===== src/rtl/pcm_pkg.sv =====
package pcm_pkg;

    typedef enum logic [2:0] {
        TX_IDLE,
        TX_WAIT_FALL,
        TX_WAIT_RISE,
        TX_SHIFT,
        TX_HOLD
    } tx_st_e;

    typedef enum logic [1:0] {
        RX_IDLE,
        RX_SYNC,
        RX_RECV
    } rx_st_e;

    // Per-input edge strobes produced from the oversampled inputs
    typedef struct packed {
        logic rise;
        logic fall;
    } edge_t;

    // Transmit state entered on a sync rising edge
    function automatic tx_st_e tx_launch_state(input logic prev_long, input logic bclk_hi);
        if (!prev_long)
            return TX_WAIT_FALL;
        else if (bclk_hi)
            return TX_SHIFT;
        else
            return TX_WAIT_RISE;
    endfunction

    // Receive state entered on a sync rising edge
    function automatic rx_st_e rx_launch_state(input logic prev_long);
        return prev_long ? RX_RECV : RX_SYNC;
    endfunction

endpackage


===== src/rtl/pcm_edge_det.sv =====
module pcm_edge_det #(
    parameter int N = 3
) (
    input  logic                    clk,
    input  logic                    rst,
    input  logic [N-1:0]            sig,
    output pcm_pkg::edge_t [N-1:0]  ev
);
    logic [N-1:0] sig_q;

    for (genvar i = 0; i < N; i++) begin : g_bit
        always_ff @(posedge clk) begin
            if (rst)
                sig_q[i] <= 1'b0;
            else
                sig_q[i] <= sig[i];
        end
        assign ev[i].rise = sig[i] & ~sig_q[i];
        assign ev[i].fall = ~sig[i] & sig_q[i];
    end
endmodule


===== src/rtl/pcm_fs_mode.sv =====
module pcm_fs_mode #(
    parameter int LONG_MIN = 3
) (
    input  logic clk,
    input  logic rst,
    input  logic fs_lvl,
    input  logic fs_rise,
    input  logic fs_fall,
    input  logic bclk_fall,
    output logic prev_long,
    output logic cur_long
);
    localparam int CW = $clog2(LONG_MIN + 1);

    logic [CW-1:0] hi_cnt;

    always_ff @(posedge clk) begin
        if (rst) begin
            hi_cnt    <= '0;
            prev_long <= 1'b0;
        end else begin
            if (fs_rise)
                hi_cnt <= '0;
            else if (fs_lvl && bclk_fall && hi_cnt < CW'(LONG_MIN))
                hi_cnt <= hi_cnt + 1'b1;
            if (fs_fall)
                prev_long <= cur_long;
        end
    end

    assign cur_long = (hi_cnt == CW'(LONG_MIN));

    // recorded class only moves when sync falls
    a_r2_class_on_sync_fall: assert property (@(posedge clk) disable iff (rst)
        !$stable(prev_long) |-> $past(fs_fall));
endmodule


===== src/rtl/pcm_tx_slot.sv =====
module pcm_tx_slot #(
    parameter int W = 8
) (
    input  logic         clk,
    input  logic         rst,
    input  logic         bclk_lvl,
    input  logic         bclk_rise,
    input  logic         bclk_fall,
    input  logic         fs_lvl,
    input  logic         fs_rise,
    input  logic         fs_fall,
    input  logic         prev_long,
    input  logic         cur_long,
    input  logic [W-1:0] tx_byte,
    output logic         dx,
    output logic         dx_oe
);
    import pcm_pkg::*;

    localparam int BW = $clog2(W);

    tx_st_e        st;
    logic [W-1:0]  sr;
    logic [BW-1:0] cnt;

    always_ff @(posedge clk) begin
        if (rst) begin
            st  <= TX_IDLE;
            sr  <= '0;
            cnt <= '0;
        end else if (fs_rise) begin
            sr  <= tx_byte;
            cnt <= '0;
            st  <= tx_launch_state(prev_long, bclk_lvl);
        end else begin
            case (st)
                TX_WAIT_FALL: if (bclk_fall) st <= TX_WAIT_RISE;
                TX_WAIT_RISE: if (bclk_rise) st <= TX_SHIFT;
                TX_SHIFT: begin
                    if (bclk_rise) begin
                        sr  <= {sr[W-2:0], 1'b0};
                        cnt <= cnt + 1'b1;
                    end else if (bclk_fall && cnt == BW'(W - 1)) begin
                        st <= (fs_lvl && cur_long) ? TX_HOLD : TX_IDLE;
                    end
                end
                TX_HOLD: if (fs_fall) st <= TX_IDLE;
                default: st <= TX_IDLE;
            endcase
        end
    end

    assign dx_oe = (st == TX_SHIFT) || (st == TX_HOLD);
    assign dx    = sr[W-1];

    // the output is enabled only by a bit-clock rise or a sync rise
    a_r4_enable_on_edge: assert property (@(posedge clk) disable iff (rst)
        $rose(dx_oe) |-> $past(bclk_rise || fs_rise));

    // the output is released only by a bit-clock fall or a sync edge
    a_r6_release_on_edge: assert property (@(posedge clk) disable iff (rst)
        $fell(dx_oe) |-> $past(bclk_fall || fs_fall || fs_rise));

    // data holds still between launch edges
    a_r5_dx_stable: assert property (@(posedge clk) disable iff (rst)
        (dx_oe && $past(dx_oe) && !$past(bclk_rise) && !$past(fs_rise)) |-> $stable(dx));
endmodule


===== src/rtl/pcm_rx_slot.sv =====
module pcm_rx_slot #(
    parameter int W = 8
) (
    input  logic         clk,
    input  logic         rst,
    input  logic         bclk_fall,
    input  logic         fs_rise,
    input  logic         prev_long,
    input  logic         dr,
    output logic [W-1:0] rx_byte,
    output logic         rx_valid
);
    import pcm_pkg::*;

    localparam int BW = $clog2(W);

    rx_st_e        st;
    logic [W-1:0]  sr;
    logic [BW-1:0] cnt;

    always_ff @(posedge clk) begin
        if (rst) begin
            st       <= RX_IDLE;
            sr       <= '0;
            cnt      <= '0;
            rx_byte  <= '0;
            rx_valid <= 1'b0;
        end else begin
            rx_valid <= 1'b0;
            if (fs_rise) begin
                cnt <= '0;
                st  <= rx_launch_state(prev_long);
            end else begin
                case (st)
                    RX_SYNC: if (bclk_fall) st <= RX_RECV;
                    RX_RECV: begin
                        if (bclk_fall) begin
                            sr  <= {sr[W-2:0], dr};
                            cnt <= cnt + 1'b1;
                            if (cnt == BW'(W - 1)) begin
                                rx_byte  <= {sr[W-2:0], dr};
                                rx_valid <= 1'b1;
                                st       <= RX_IDLE;
                            end
                        end
                    end
                    default: st <= RX_IDLE;
                endcase
            end
        end
    end

    // a single-cycle strobe
    a_r8_valid_single: assert property (@(posedge clk) disable iff (rst)
        rx_valid |=> !rx_valid);

    // the strobe follows a falling bit-clock edge
    a_r8_valid_after_fall: assert property (@(posedge clk) disable iff (rst)
        rx_valid |-> $past(bclk_fall));
endmodule


===== src/rtl/pcm_serial_port.sv =====
module pcm_serial_port #(
    parameter int WORD_W   = 8,
    parameter int LONG_MIN = 3
) (
    input  logic              clk,
    input  logic              rst,
    input  logic              bclk,
    input  logic              fsx,
    input  logic              fsr,
    input  logic              dr,
    input  logic [WORD_W-1:0] tx_byte,
    output logic              dx,
    output logic              dx_oe,
    output logic              tsx_n,
    output logic [WORD_W-1:0] rx_byte,
    output logic              rx_valid
);
    import pcm_pkg::*;

    localparam int I_BCLK = 0;
    localparam int I_FSX  = 1;
    localparam int I_FSR  = 2;
    localparam int N_IN   = 3;

    edge_t [N_IN-1:0] ev;
    logic tx_prev_long, tx_cur_long;
    logic rx_prev_long, rx_cur_long;

    pcm_edge_det #(.N(N_IN)) u_edges (
        .clk (clk),
        .rst (rst),
        .sig ({fsr, fsx, bclk}),
        .ev  (ev)
    );

    pcm_fs_mode #(.LONG_MIN(LONG_MIN)) u_tx_mode (
        .clk       (clk),
        .rst       (rst),
        .fs_lvl    (fsx),
        .fs_rise   (ev[I_FSX].rise),
        .fs_fall   (ev[I_FSX].fall),
        .bclk_fall (ev[I_BCLK].fall),
        .prev_long (tx_prev_long),
        .cur_long  (tx_cur_long)
    );

    pcm_fs_mode #(.LONG_MIN(LONG_MIN)) u_rx_mode (
        .clk       (clk),
        .rst       (rst),
        .fs_lvl    (fsr),
        .fs_rise   (ev[I_FSR].rise),
        .fs_fall   (ev[I_FSR].fall),
        .bclk_fall (ev[I_BCLK].fall),
        .prev_long (rx_prev_long),
        .cur_long  (rx_cur_long)
    );

    pcm_tx_slot #(.W(WORD_W)) u_tx (
        .clk       (clk),
        .rst       (rst),
        .bclk_lvl  (bclk),
        .bclk_rise (ev[I_BCLK].rise),
        .bclk_fall (ev[I_BCLK].fall),
        .fs_lvl    (fsx),
        .fs_rise   (ev[I_FSX].rise),
        .fs_fall   (ev[I_FSX].fall),
        .prev_long (tx_prev_long),
        .cur_long  (tx_cur_long),
        .tx_byte   (tx_byte),
        .dx        (dx),
        .dx_oe     (dx_oe)
    );

    pcm_rx_slot #(.W(WORD_W)) u_rx (
        .clk       (clk),
        .rst       (rst),
        .bclk_fall (ev[I_BCLK].fall),
        .fs_rise   (ev[I_FSR].rise),
        .prev_long (rx_prev_long),
        .dr        (dr),
        .rx_byte   (rx_byte),
        .rx_valid  (rx_valid)
    );

    assign tsx_n = ~dx_oe;

    // the receive-side long flag never reads long while its sync is low and unmeasured
    a_r2_rx_long_needs_pulse: assert property (@(posedge clk) disable iff (rst)
        $rose(rx_cur_long) |-> $past(fsr && ev[I_BCLK].fall));
endmodule


===== config.mk =====
export PLATFORM = sky130hd
export DESIGN_NAME = pcm_serial_port
export DESIGN_NICKNAME = d
export VERILOG_FILES = /design/src/rtl/pcm_pkg.sv /design/src/rtl/pcm_edge_det.sv /design/src/rtl/pcm_fs_mode.sv /design/src/rtl/pcm_tx_slot.sv /design/src/rtl/pcm_rx_slot.sv /design/src/rtl/pcm_serial_port.sv
export SDC_FILE = /design/constraint.sdc
export NUM_CORES = 1
export LEC_CHECK = 0
export BUFFER_PORTS_ARGS = -buffer_cell sky130_fd_sc_hd__buf_2
export CORE_MARGIN = 8
export CORE_UTILIZATION = 40
export CTS_CLUSTER_DIAMETER = 150
export DETAILED_ROUTE_END_ITERATION = 8
export RECOVER_POWER = 100
export SYNTH_ARGS = -nofsm -noshare
export SYNTH_HDL_FRONTEND = slang
export SYNTH_SLANG_ARGS = --single-unit

===== constraint.sdc =====
create_clock -name clk -period 1.9 [get_ports clk]
set_input_delay 0.095 -clock clk [delete_from_list [all_inputs] [get_ports clk]]
set_output_delay 0.095 -clock clk [all_outputs]
set_load 0.02 [all_outputs]

# Word-level counts from Yosys, hierarchy flattened
# Cells that the tools add are included.
# totals
ff_bits,44
input_bits,14
out_inout_bits,12
elab_cells,94
# classes
addsub,4
magnitude_cmp,2
eq_ne,18
mux,20
bitwise,16
n_reduce_logical,19
# ops
cell,count
$mux 3,8
$mux 8,3
$ne 3x1->1 const B,4
$pmux 3 s4,1
$mux 2,5
$not 1->1,10
$eq 3x3->1 const B,3
$ne 3x2->1 const B,3
$add 3x1->3 const B,2
$and 1x1->1,6
$eq 2x2->1 const B,3
$eq 3x2->1 const B,2
$logic_and 1x1->1,6
$reduce_and 2->1,3
$reduce_and 3->1,2
$reduce_and 5->1,1
$add 2x1->2 const B,2
$lt 2x2->1 const B,2
$pmux 2 s2,1
$reduce_and 4->1,1
$reduce_bool 2->1,2
$reduce_or 2->1,2
$reduce_or 4->1,1
$eq 3x1->1 const B,1
other kinds (4),5

# Logic depth before layout (Yosys ltp)
# Gate-level depths: netlist (run 1).
# logic_depth
ltp_word,7
ltp_mapped,6
mapped_depth_nobuf,6

# Modules after synthesis
# A second synthesis (run 1) with hierarchy kept.
# hier_totals
hier_cells,202
area_unflattened_um2,2084.5
# modules_own_cells
module,n_inst,cells_each,area_per_inst_um2,seq_area_each_um2
pcm_rx_slot,1,85,893.4,420.4
pcm_tx_slot,1,78,780.7,280.3
pcm_fs_mode,2,13,145.1,60.1
pcm_edge_det,1,12,116.4,60.1
pcm_serial_port,1,1,3.8,0.0

# Worst setup path after synthesis (run 1)
# Ideal clock, no wire load.
# synth_path
path_kind,register -> register
start,reg u_tx.cnt[0]
end,reg u_tx.st[1]
setup_ns,0.121
t_arrival_ns,1.564
required_ns,1.779
slack_ns,0.214
path_stages_with_launch,7
path_buffers,0
synth_period_minus_slack_ns,1.686
cell_sequence,dfxtp_1 -> ha_1 -> ha_1 -> nand2b_1 -> a2111oi_4 -> a21oi_2 -> mux2_4
# synth_via
elab_chain_cells,4
# synth_rtl
item,line_no,text
"start, declared",pcm_tx_slot.sv:24,logic [BW-1:0] cnt;
"start signal, assigned",pcm_tx_slot.sv:42,cnt <= cnt + 1'b1;
$eq 3x3->1,pcm_tx_slot.sv:43,end else if (bclk_fall && cnt == BW'(W - 1)) begin
$logic_and 1x1->1,pcm_tx_slot.sv:43,
$ne 3x1->1 (no source line),n/a,
$reduce_and 5->1 (no source line),n/a,
"end signal, assigned",pcm_tx_slot.sv:34,"st <= tx_launch_state(prev_long, bclk_lvl);"
"end signal, assigned",pcm_tx_slot.sv:44,st <= (fs_lvl && cur_long) ? TX_HOLD : TX_IDLE;
"end, declared",pcm_tx_slot.sv:22,tx_st_e st;
# No other way between the ends.
# A chain may end at the register's enable or synchronous reset.

# Worst setup path after layout (run 1)
# Ends and elaborated chain as after synthesis.

==> results of run 1 <==
-- synth_stat cells, drive strengths merged, types with 6 or more instances --
master / number / area share (%)
a211oi: 7 / 2.7
ha: 6 / 3.8
a21oi: 12 / 3.3
nor2b: 8 / 2.6
buf: 7 / 2.6
nand2b: 7 / 2.2
dfxtp: 44 / 45
nand3: 10 / 2.6
nor2: 28 / 5.4
mux2i: 22 / 11
nand2: 15 / 2.9
clkbuf: 6 / 1.1
nor3: 6 / 2.1
-- sequential cells by signal, indices dropped and copies added (netlist names) --
name / count
u_edges.sig_q: 3
u_rx.cnt: 3
u_rx.rx_byte: 8
u_rx.rx_valid: 1
u_rx.sr: 7
u_rx.st: 2
u_rx_mode.hi_cnt: 2
u_rx_mode.prev_long: 1
u_tx.cnt: 3
u_tx.sr: 8
u_tx.st: 3
u_tx_mode.hi_cnt: 2
u_tx_mode.prev_long: 1
-- layout make-up --
| cell class | count | area [um2] | area share, % |
|---|---|---|---|
| Sequential cell | 44 | 881 | 40.6 |
| Inverter | 4 | 15.0 | 0.691 |
| Tap cell | 67 | 83.8 | 3.86 |
| Clock buffer | 8 | 90.1 | 4.15 |
| Multi-Input combinational cell | 144 | 957 | 44.1 |
| Timing Repair Buffer | 30 | 145 | 6.68 |
-- cells by family (layout without fill, tap and decap cells) --
group / Yosys count / after routing / share of synthesized area [%]
adder cells (fa/ha/maj): 6 / 6 / 3.83
flip-flops: 44 / 44 / 44.9
buffers and inverters: 17 / 42 / 4.53
AO/OA/AOI/OAI: 27 / 27 / 10.3
multiplexers: 23 / 23 / 12.0
XOR/XNOR: 5 / 5 / 2.23
AND/OR/NAND/NOR: 83 / 83 / 22.1
-- layer usage --
layer	global-route usage (%)	vias up	wire length, um
met4	4.30	0	59
met2	15.3	22	1440
met5	0	-	0
li1	-	748	-
met1	12.1	641	1820
met3	4.20	6	167
-- power groups by stage --
stage / combinational (mW) / clock, mW / sequential, mW
floorplan: 0.130 / 0 / 0.981
global placement: 0.154 / 0 / 0.992
detailed placement: 0.154 / 0 / 0.993
CTS: 0.156 / 0.620 / 0.971
global route: 0.163 / 0.664 / 0.973
finish: 0.146 / 0.591 / 0.969
-- worst min-delay path, delay by kind of cell --
| family | cells | cell delay (ns) |
|---|---|---|
| AOI/OAI and AO/OA | 1 | 0.05 |
| buffers and inverters | 1 | 0.08 |
| and+or+nand+nor | 1 | 0.07 |
-- stage by stage --
stage / instance area, um2 / setup slack (ns) / total power, mW / utilization [%] / hold slack [ns]
floorplan: 1960 / 0.214 / 1.11 / - / 0.223
finish: 2170 / 0.0906 / 1.71 / 46.0 / 0.0424
global route: 2170 / 0.0440 / 1.80 / 46.0 / 0.0320
CTS: 2220 / 0.135 / 1.75 / 47.1 / 0.0335
global placement: 2130 / 0.161 / 1.15 / 45.2 / 0.341
detailed placement: 2130 / 0.158 / 1.15 / 45.2 / 0.336
-- worst paths after layout --
path,from,to,slack [ns],cells past startpoint
setup reg to reg,u_tx.cnt[0]$_SDFFE_PP0P_,u_tx.st[1]$_SDFFE_PP0P_,0.09,6
hold / removal,tx_byte[0],u_tx.sr[0]$_SDFFE_PP0P_,0.04,3
setup / recovery,u_tx.cnt[0]$_SDFFE_PP0P_,u_tx.st[1]$_SDFFE_PP0P_,0.09,6
hold reg to reg,u_rx.sr[6]$_SDFFE_PP0P_,u_rx.sr[6]$_SDFFE_PP0P_,0.46,2
==> impl_metrics.csv, run 1 <==
group,metric,value,unit
sta,slew_headroom,22.5,%
yosys,synth-edff-count,0,
cells_and_area,layoutNonFillerInstCount,297,
clock_network,cts.htree.levels,2,
floorplanning,floorplan.rows,25,
sta,report.final.hold_viol_count,0,
floorplanning,chipHeight,86.0,um
worst_setup_path,cp_num_buf_inv,0,
clock_network,clkSlewWorstSetupHoldPaths,0.08,ns
yosys,post_synth.cell_area_avg,9.56,um2
sta,final_max_slew_viol_count,0,
sta,rsz0062_at_grt,"no",
clock_network,post_cts.repair.setup_buffers,0,
yosys,yosys_most_used_dff,"sky130_fd_sc_hd__dfxtp_1",
floorplanning,chipWidth,86.0,um
pwr,power_frac_clock,34.6,%
yosys,postSynth.asyncResetShare,0,%
worst_setup_path,cp_slowest_stage_delay,0.45,ns
floorplanning,floorplan.io_pins,26,
clock_network,ctsResizeCount,0,
route,dr_total_vias,1417,
clock_network,cts-root-to-sink-buffers,2,
yosys,synth_cell_type_count,37,
worst_setup_path,critPathSlowestCell,"sky130_fd_sc_hd__a2111oi_2",
pwr,static_leakage,0.849,nW
cells_and_area,antennaDiodeCount,0,
global_route,first_global_vias,1344,
worst_setup_path,timing_worst_setup_path_type,"flop to flop",
floorplanning,floorplan.initialDensity,41.5,%
clock_network,postCtsHoldBufs,0,
floorplanning,die_outline_area,7400,um2
yosys,synthesis.instances,205,
global_route,grt_first_pass_wirelength,6020,um
global_route,grt.total_usage,10.1,%
pwr,net-switching-power,399,uW
placement,place.detailed.hpwl,2410,um
sta,fin_tns_setup,0,ns
worst_setup_path,cp_common_cell,"sky130_fd_sc_hd__ha_1",
route,route.antenna.remaining_nets,0,
yosys,yosysWarnings,0,
cells_and_area,area_growth_syn_to_layout,10.8,%
cells_and_area,ratio_of_cells_with_drive_above_1_in_the_final_layout,12.6,%
status,run_status,"completed",
worst_setup_path,cp.required,2.08,ns
pwr,irDropWorstVdd,382,uV
sta,tightest_slew,1.16,ns
pwr,power_report.internal_total,1.31,mW
worst_setup_path,crit_path_end_kind,"flop",
clock_network,cts_num_sinks,44,
worst_hold_path,hold_path.class,"primary input to flop",
worst_setup_path,crit_arrival,1.99,ns
sta,fmax,0.553,GHz
route,dr.pass1.iters,4,
pwr,switching_share,23.4,%
worst_setup_path,critical_path.cell_chain,"ha_1 > ha_1 > nand2b_1 > a2111oi_2 > a21oi_2 > mux2_1",
global_route,number_of_antenna_violations_at_the_first_check_in_global_routing,0,
worst_setup_path,timing.critical_path.max_delay_family,"compound AO/OA/AOI/OAI gates",
floorplanning,design.core.area,4720,um2
clock_network,clock_tree.root_cell,"sky130_fd_sc_hd__clkbuf_8",
flow_run,cap_viol_max_count,0,
yosys,mappedNetlistArea,1960,um2
cells_and_area,layout.cells.most_common_list,"sky130_fd_sc_hd__dfxtp_1, sky130_fd_sc_hd__nor2_1, sky130_fd_sc_hd__mux2i_1, sky130_fd_sc_hd__nand2_1, sky130_fd_sc_hd__clkbuf_1",
route,route.final.wire_length,3480,um
sta,period_minus_slack,1.81,ns
yosys,ys_ff_latch,44,
route,wl_per_cell,11.7,um
route,via_per_inst,4.77,
placement,io_buffers,25,
cells_and_area,fillerInstances,485,
route,drc,0,
cells_and_area,layout_commonest_cell,"sky130_fd_sc_hd__dfxtp_1",
yosys,sequential_share_of_the_synthesized_area,44.9,%
clock_network,cts_tree,"done",
worst_setup_path,setup.worst_path.start_class,"flop",
pwr,combPwrFrac,8.6,%
placement,dp_cells,289,
pwr,powerDensity,786,nW/um2
pwr,p_seq_share,56.8,%
worst_setup_path,path_max_fanout,2,
clock_network,cts_buffers,5,
route,initialDrtViolationCount,103,
global_route,grt-ovfl-total,0,
sta,finalSetupViolations,0,
sta,timing.final.crit_share,95.2,%
global_route,grt_start_max_net_pins,27,
cells_and_area,layout.nets,249,
placement,gp_routability_congestion,0.826,
yosys,synthesis.nets,225,
sta,worst_clock_skew,0.00697,ns
clock_network,clock_latency,0.29,ns
Note: power is estimated with default switching activity, not from simulation.
==> inputs of run 2 (changes only) <==
--- a/config.mk
+++ b/config.mk
@@ -7,4 +7,5 @@
 export LEC_CHECK = 0
 export BUFFER_PORTS_ARGS = -buffer_cell sky130_fd_sc_hd__buf_2
+export CORE_ASPECT_RATIO = 0.75
 export CORE_MARGIN = 8
 export CORE_UTILIZATION = 40
==> constraint.sdc (replaced) <==
create_clock -name clk -period 1.9 [get_ports clk]
set_input_delay 0.285 -clock clk [delete_from_list [all_inputs] [get_ports clk]]
set_output_delay 0.285 -clock clk [all_outputs]
set_load 0.02 [all_outputs]
==> run 2 against run 1 <==
Register-to-register slack improved by 0.02 ns. Clock skew decreased by 0.0022 ns. Count of clock-buffer cells in the layout decreased by 2. Die area increased by 0.31%. Largest power group unchanged.
==> impl_metrics.csv, run 2 (synthesis gave the netlist of run 1 again) <==
group,metric,value,unit
clock_network,postCtsHoldBufs,0,
placement,dp_slack,0.134,ns
sta,slew_headroom,50.9,%
pwr,p_seq_share,58.5,%
worst_setup_path,timing_worst_setup_path_type,"flop to flop",
cells_and_area,layout.nets,252,
sta,report.final.hold_viol_count,0,
route,via_per_inst,4.88,
worst_setup_path,cp.required,2.08,ns
pwr,static_leakage,0.848,nW
cells_and_area,layout_commonest_cell,"sky130_fd_sc_hd__dfxtp_1",
floorplanning,chipWidth,96.8,um
cells_and_area,fillerInstances,491,
pwr,power_frac_clock,32.2,%
worst_setup_path,path_max_fanout,2,
clock_network,cts.htree.levels,2,
floorplanning,chipHeight,76.6,um
clock_network,ctsResizeCount,0,
sta,tightest_slew,0.736,ns
pwr,power_report.internal_total,1.26,mW
sta,fin_tns_setup,0,ns
placement,place.detailed.hpwl,2600,um
placement,io_buffers,25,
status,run_status,"completed",
sta,finalSetupViolations,0,
route,route.antenna.remaining_nets,0,
flow_run,cap_viol_max_count,0,
worst_hold_path,hold_path.class,"primary input to flop",
cells_and_area,area_growth_syn_to_layout,11.1,%
placement,dp_cells,285,
sta,final_max_slew_viol_count,0,
sta,period_minus_slack,1.79,ns
floorplanning,floorplan.initialDensity,40.7,%
worst_hold_path,startpoint_of_the_tightest_hold_check_path,"tx_byte[0]",
global_route,grt.total_usage,10.3,%
floorplanning,die_outline_area,7420,um2
global_route,grt-ovfl-total,0,
sta,worst_clock_skew,0.00478,ns
floorplanning,floorplan.io_pins,26,
floorplanning,floorplan.rows,22,
cells_and_area,ratio_of_cells_with_drive_above_1_in_the_final_layout,12.1,%
pwr,switching_share,23.6,%
cells_and_area,layoutNonFillerInstCount,292,
clock_network,clock_tree.root_cell,"sky130_fd_sc_hd__clkbuf_8",
sta,fmax,0.560,GHz
route,initialDrtViolationCount,98,
worst_setup_path,timing.rr.start,"u_tx.cnt[0]$_SDFFE_PP0P_",
worst_setup_path,beginning_of_the_critical_path,"u_tx.cnt[0]$_SDFFE_PP0P_",
pwr,irDropWorstVdd,396,uV
worst_setup_path,crit_path_end_kind,"flop",
floorplanning,design.core.area,4820,um2
clock_network,cts_num_sinks,44,
clock_network,cts_tree,"done",
sta,final.setup.worst_slack,0.113,ns
route,wl_per_cell,12.2,um
placement,gp_routability_congestion,0.780,
pwr,net-switching-power,391,uW
cells_and_area,layout.cells.most_common_list,"sky130_fd_sc_hd__dfxtp_1, sky130_fd_sc_hd__nor2_1, sky130_fd_sc_hd__mux2i_1, sky130_fd_sc_hd__clkbuf_1, sky130_fd_sc_hd__nand2_1",
cells_and_area,antennaDiodeCount,0,
clock_network,clkSlewWorstSetupHoldPaths,0.07,ns
route,drc,0,
sta,rsz0062_at_grt,"no",
pwr,powerDensity,760,nW/um2
clock_network,cts-root-to-sink-buffers,2,
route,dr_total_vias,1425,
worst_setup_path,crit_arrival,1.96,ns
global_route,grt_start_max_net_pins,18,
clock_network,cts_buffers,5,
clock_network,post_cts.repair.setup_buffers,0,
sta,timing.final.crit_share,94.0,%
global_route,number_of_antenna_violations_at_the_first_check_in_global_routing,0,
global_route,first_global_vias,1362,
route,route.final.wire_length,3570,um
pwr,combPwrFrac,9.2,%
clock_network,clock_latency,0.29,ns
route,dr.pass1.iters,4,
cells_and_area,reg_top3,"u_rx.rx_byte: 8 flops, u_tx.sr: 8 flops, u_rx.sr: 7 flops",
global_route,grt_first_pass_wirelength,6440,um
worst_setup_path,setup.worst_path.start_class,"flop",
## run 2: power groups by stage
stage | Clock (mW) | Sequential [mW] | Combinational [mW]
2_1_floorplan | 0 | 0.981 | 0.130
3_3_place_gp | 0 | 0.993 | 0.157
3_5_place_dp | 0 | 0.993 | 0.157
4_1_cts | 0.556 | 0.971 | 0.158
5_1_grt | 0.595 | 0.973 | 0.172
6_report | 0.534 | 0.969 | 0.153
## run 2: layout make-up
type	instances	area, um2	share of cell area (%)
multi-input combinational	144	978	44.9
tap	60	75.1	3.45
inverter	4	15.0	0.689
sequential	44	881	40.4
clock buffer	6	72.6	3.33
timing repair buffer	33	151	6.95
clock inverter	1	5.00	0.230
## run 2: final timing paths
kind                                   to  slack [ns]  cells past startpoint
hold reg to reg   u_rx.sr[6]$_SDFFE_PP0P_        0.46                      2
hold / removal    u_tx.sr[0]$_SDFFE_PP0P_        0.24                      3
setup reg to reg  u_tx.st[1]$_SDFFE_PP0P_        0.11                      6
setup / recovery  u_tx.st[1]$_SDFFE_PP0P_        0.11                      6
## run 2: per-stage QoR
stage          cell area, um2  hold slack [ns]  power, mW  utilization (%)
2_1_floorplan            1960            0.413       1.11                -
3_3_place_gp             2150            0.452       1.15             44.6
3_5_place_dp             2150            0.452       1.15             44.6
4_1_cts                  2220            0.248       1.69             46.2
5_1_grt                  2180            0.259       1.74             45.2
6_report                 2180            0.243       1.66             45.2
## run 2: critical path, cell delays in order, from the launching register on
cell	delay (ns)
sky130_fd_sc_hd__dfxtp_1	0.33
sky130_fd_sc_hd__ha_1	0.20
sky130_fd_sc_hd__ha_1	0.21
sky130_fd_sc_hd__nand2b_1	0.18
sky130_fd_sc_hd__a2111oi_4	0.40
sky130_fd_sc_hd__a21oi_2	0.07
sky130_fd_sc_hd__mux2_4	0.30
## run 2: routing by layer
metal / global-route usage [%] / share of wire [%] / up-vias
li1: - / - / 757
met3: 4.08 / 5.8 / 5
met4: 4.59 / 1.1 / 0
met2: 13.6 / 39 / 26
met1: 14.2 / 54 / 637
met5: 0 / 0 / -
==> inputs of run 3 (changes only) <==
==> constraint.sdc (replaced) <==
create_clock -name clk -period 2 [get_ports clk]
set_input_delay 0.4 -clock clk [delete_from_list [all_inputs] [get_ports clk]]
set_output_delay 0.4 -clock clk [all_outputs]
set_load 0.02 [all_outputs]
==> run 3 against run 2 <==
First-iteration DRC count decreased by 44%. Sequential share of layout area decreased by 0.093 points. Via count is 0.14% lower. Register-to-register slack gained 0.08 ns. Routed wire length hardly changed. Worst hold slack better by 0.12 ns. Highest routed layer unchanged. Clock skew down 0.0024 ns.
==> impl_metrics.csv, run 3 (synthesis gave the netlist of run 1 again) <==
group,metric,value,unit
global_route,grt_start_max_net_pins,22,
global_route,grt_first_pass_wirelength,6130,um
worst_hold_path,startpoint_of_the_tightest_hold_check_path,"tx_byte[0]",
global_route,first_global_vias,1336,
clock_network,clock_latency,0.29,ns
route,via_per_inst,4.87,
sta,slew_headroom,39.4,%
worst_setup_path,crit_path_end_kind,"flop",
floorplanning,floorplan.io_pins,26,
status,run_status,"completed",
global_route,grt.total_usage,9.84,%
pwr,post-layout-total-power,1.62,mW
floorplanning,die_outline_area,7420,um2
cells_and_area,ratio_of_cells_with_drive_above_1_in_the_final_layout,12.1,%
sta,worst_clock_skew,0.00240,ns
global_route,grt-ovfl-total,0,
route,dr_total_vias,1423,
clock_network,cts_buffers,5,
route,initialDrtViolationCount,55,
sta,final_max_slew_viol_count,0,
clock_network,clock_tree.root_cell,"sky130_fd_sc_hd__clkbuf_8",
pwr,p_seq_share,56.7,%
cells_and_area,layout_commonest_cell,"sky130_fd_sc_hd__dfxtp_1",
pwr,static_leakage,0.848,nW
cells_and_area,layout.nets,251,
worst_hold_path,hold_path.class,"primary input to flop",
route,route.antenna.remaining_nets,0,
cells_and_area,area_growth_syn_to_layout,11.4,%
sta,timing.final.crit_share,90.3,%
pwr,switching_share,23.4,%
sta,report.final.hold_viol_count,0,
worst_setup_path,setup.worst_path.start_class,"flop",
floorplanning,floorplan.rows,22,
cells_and_area,antennaDiodeCount,0,
worst_setup_path,critical_path.cell_chain,"ha_1 > ha_1 > nand2b_1 > a2111oi_4 > a21oi_1 > mux2_4",
pwr,power_report.internal_total,1.24,mW
pwr,irDropWorstVdd,433,uV
clock_network,post_cts.repair.setup_buffers,0,
route,route.final.wire_length,3570,um
worst_setup_path,crit_arrival,1.99,ns
floorplanning,floorplan.initialDensity,40.7,%
worst_setup_path,critPathSlowestCell,"sky130_fd_sc_hd__a2111oi_4",
placement,gp_routability_congestion,0.833,
cells_and_area,layout.cells.most_common_list,"sky130_fd_sc_hd__dfxtp_1, sky130_fd_sc_hd__nor2_1, sky130_fd_sc_hd__mux2i_1, sky130_fd_sc_hd__clkbuf_1, sky130_fd_sc_hd__nand2_1",
global_route,number_of_antenna_violations_at_the_first_check_in_global_routing,0,
clock_network,cts_num_sinks,44,
pwr,combPwrFrac,8.8,%
clock_network,ctsResizeCount,0,
worst_setup_path,timing.rr.start,"u_tx.cnt[0]$_SDFFE_PP0P_",
floorplanning,chipWidth,96.8,um
flow_run,cap_viol_max_count,0,
worst_setup_path,beginning_of_the_critical_path,"u_tx.cnt[0]$_SDFFE_PP0P_",
placement,place.detailed.hpwl,2580,um
clock_network,postCtsHoldBufs,0,
pwr,net-switching-power,380,uW
sta,tightest_slew,0.910,ns
pwr,power_frac_clock,34.5,%
sta,rsz0062_at_grt,"no",
route,wl_per_cell,12.2,um
sta,fin_tns_setup,0,ns
floorplanning,chipHeight,76.6,um
route,dr.pass1.iters,4,
cells_and_area,reg_top3,"u_rx.rx_byte: 8 flops, u_tx.sr: 8 flops, u_rx.sr: 7 flops",
sta,fmax,0.554,GHz
floorplanning,design.core.area,4820,um2
worst_setup_path,cp_slowest_stage_delay,0.39,ns
worst_setup_path,cp_common_cell,"sky130_fd_sc_hd__ha_1",
clock_network,clkSlewWorstSetupHoldPaths,0.08,ns
worst_setup_path,path_max_fanout,2,
pwr,powerDensity,744,nW/um2
cells_and_area,final_core_utilization,45.3,%
route,drc,0,
placement,io_buffers,25,
clock_network,cts.htree.levels,2,
worst_setup_path,timing_worst_setup_path_type,"flop to flop",
worst_setup_path,cp.required,2.18,ns
clock_network,cts_tree,"done",
sta,period_minus_slack,1.81,ns
clock_network,cts-root-to-sink-buffers,2,
sta,finalSetupViolations,0,
-- run 3: changes by cell type in the layout (fill, tap and decap cells not counted) --
cell	previous run	this run
sky130_fd_sc_hd__a21oi_1	11	12
sky130_fd_sc_hd__a21oi_2	1	0
sky130_fd_sc_hd__and4bb_1	1	0
sky130_fd_sc_hd__and4bb_2	0	1
sky130_fd_sc_hd__clkbuf_8	5	6
sky130_fd_sc_hd__clkinv_2	1	0
-- run 3: worst max-delay path: cells and delay by family (launching register included) --
| kind | cells | cell delay, ns |
|---|---|---|
| AOI/OAI and AO/OA | 2 | 0.49 |
| DFF | 1 | 0.33 |
| muxes | 1 | 0.30 |
| adders and majority gates | 2 | 0.40 |
| and+or+nand+nor | 1 | 0.18 |
-- run 3: final timing paths --
| kind | end | slack [ns] | cells after the start |
|---|---|---|---|
| max | u_tx.st[1]$_SDFFE_PP0P_ | 0.19 | 6 |
| max reg2reg | u_tx.st[1]$_SDFFE_PP0P_ | 0.19 | 6 |
| min | u_tx.sr[0]$_SDFFE_PP0P_ | 0.36 | 3 |
| min reg2reg | u_rx.sr[6]$_SDFFE_PP0P_ | 0.46 | 2 |
-- run 3: cell type report --
cell class,count,area (um2)
inverters,4,15.0
flip-flops and latches,44,881
repair buffers,32,148
fillers,478,2630
multi-input cells,144,975
clock buffers,8,90.1
well taps,60,75.1
-- run 3: stage by stage --
step	std cells	worst slack [ns]	hold slack (ns)	instance area (um2)
after floorplan	205	0.314	0.436	1960
after global placement	284	0.244	0.453	2140
after detailed placement	284	0.228	0.458	2140
after CTS	292	0.210	0.355	2230
after global routing	292	0.0989	0.376	2180
final	292	0.194	0.364	2180
-- run 3: power groups by stage --
stage | combinational [mW] | clock (mW) | sequential [mW]
after detailed placement | 0.149 | 0 | 0.943
after CTS | 0.150 | 0.577 | 0.923
final | 0.143 | 0.560 | 0.921
after global placement | 0.149 | 0 | 0.944
after floorplan | 0.123 | 0 | 0.932
after global routing | 0.160 | 0.615 | 0.924
-- run 3: metal layers --
metal	part of all wire (%)	vias to the layer above	global-route usage (%)	wire, um
li1	-	753	-	-
met1	55	652	13.3	1970
met2	39	14	13.1	1410
met3	4.4	4	3.71	156
met4	1.1	0	4.90	40
met5	0	-	0	0
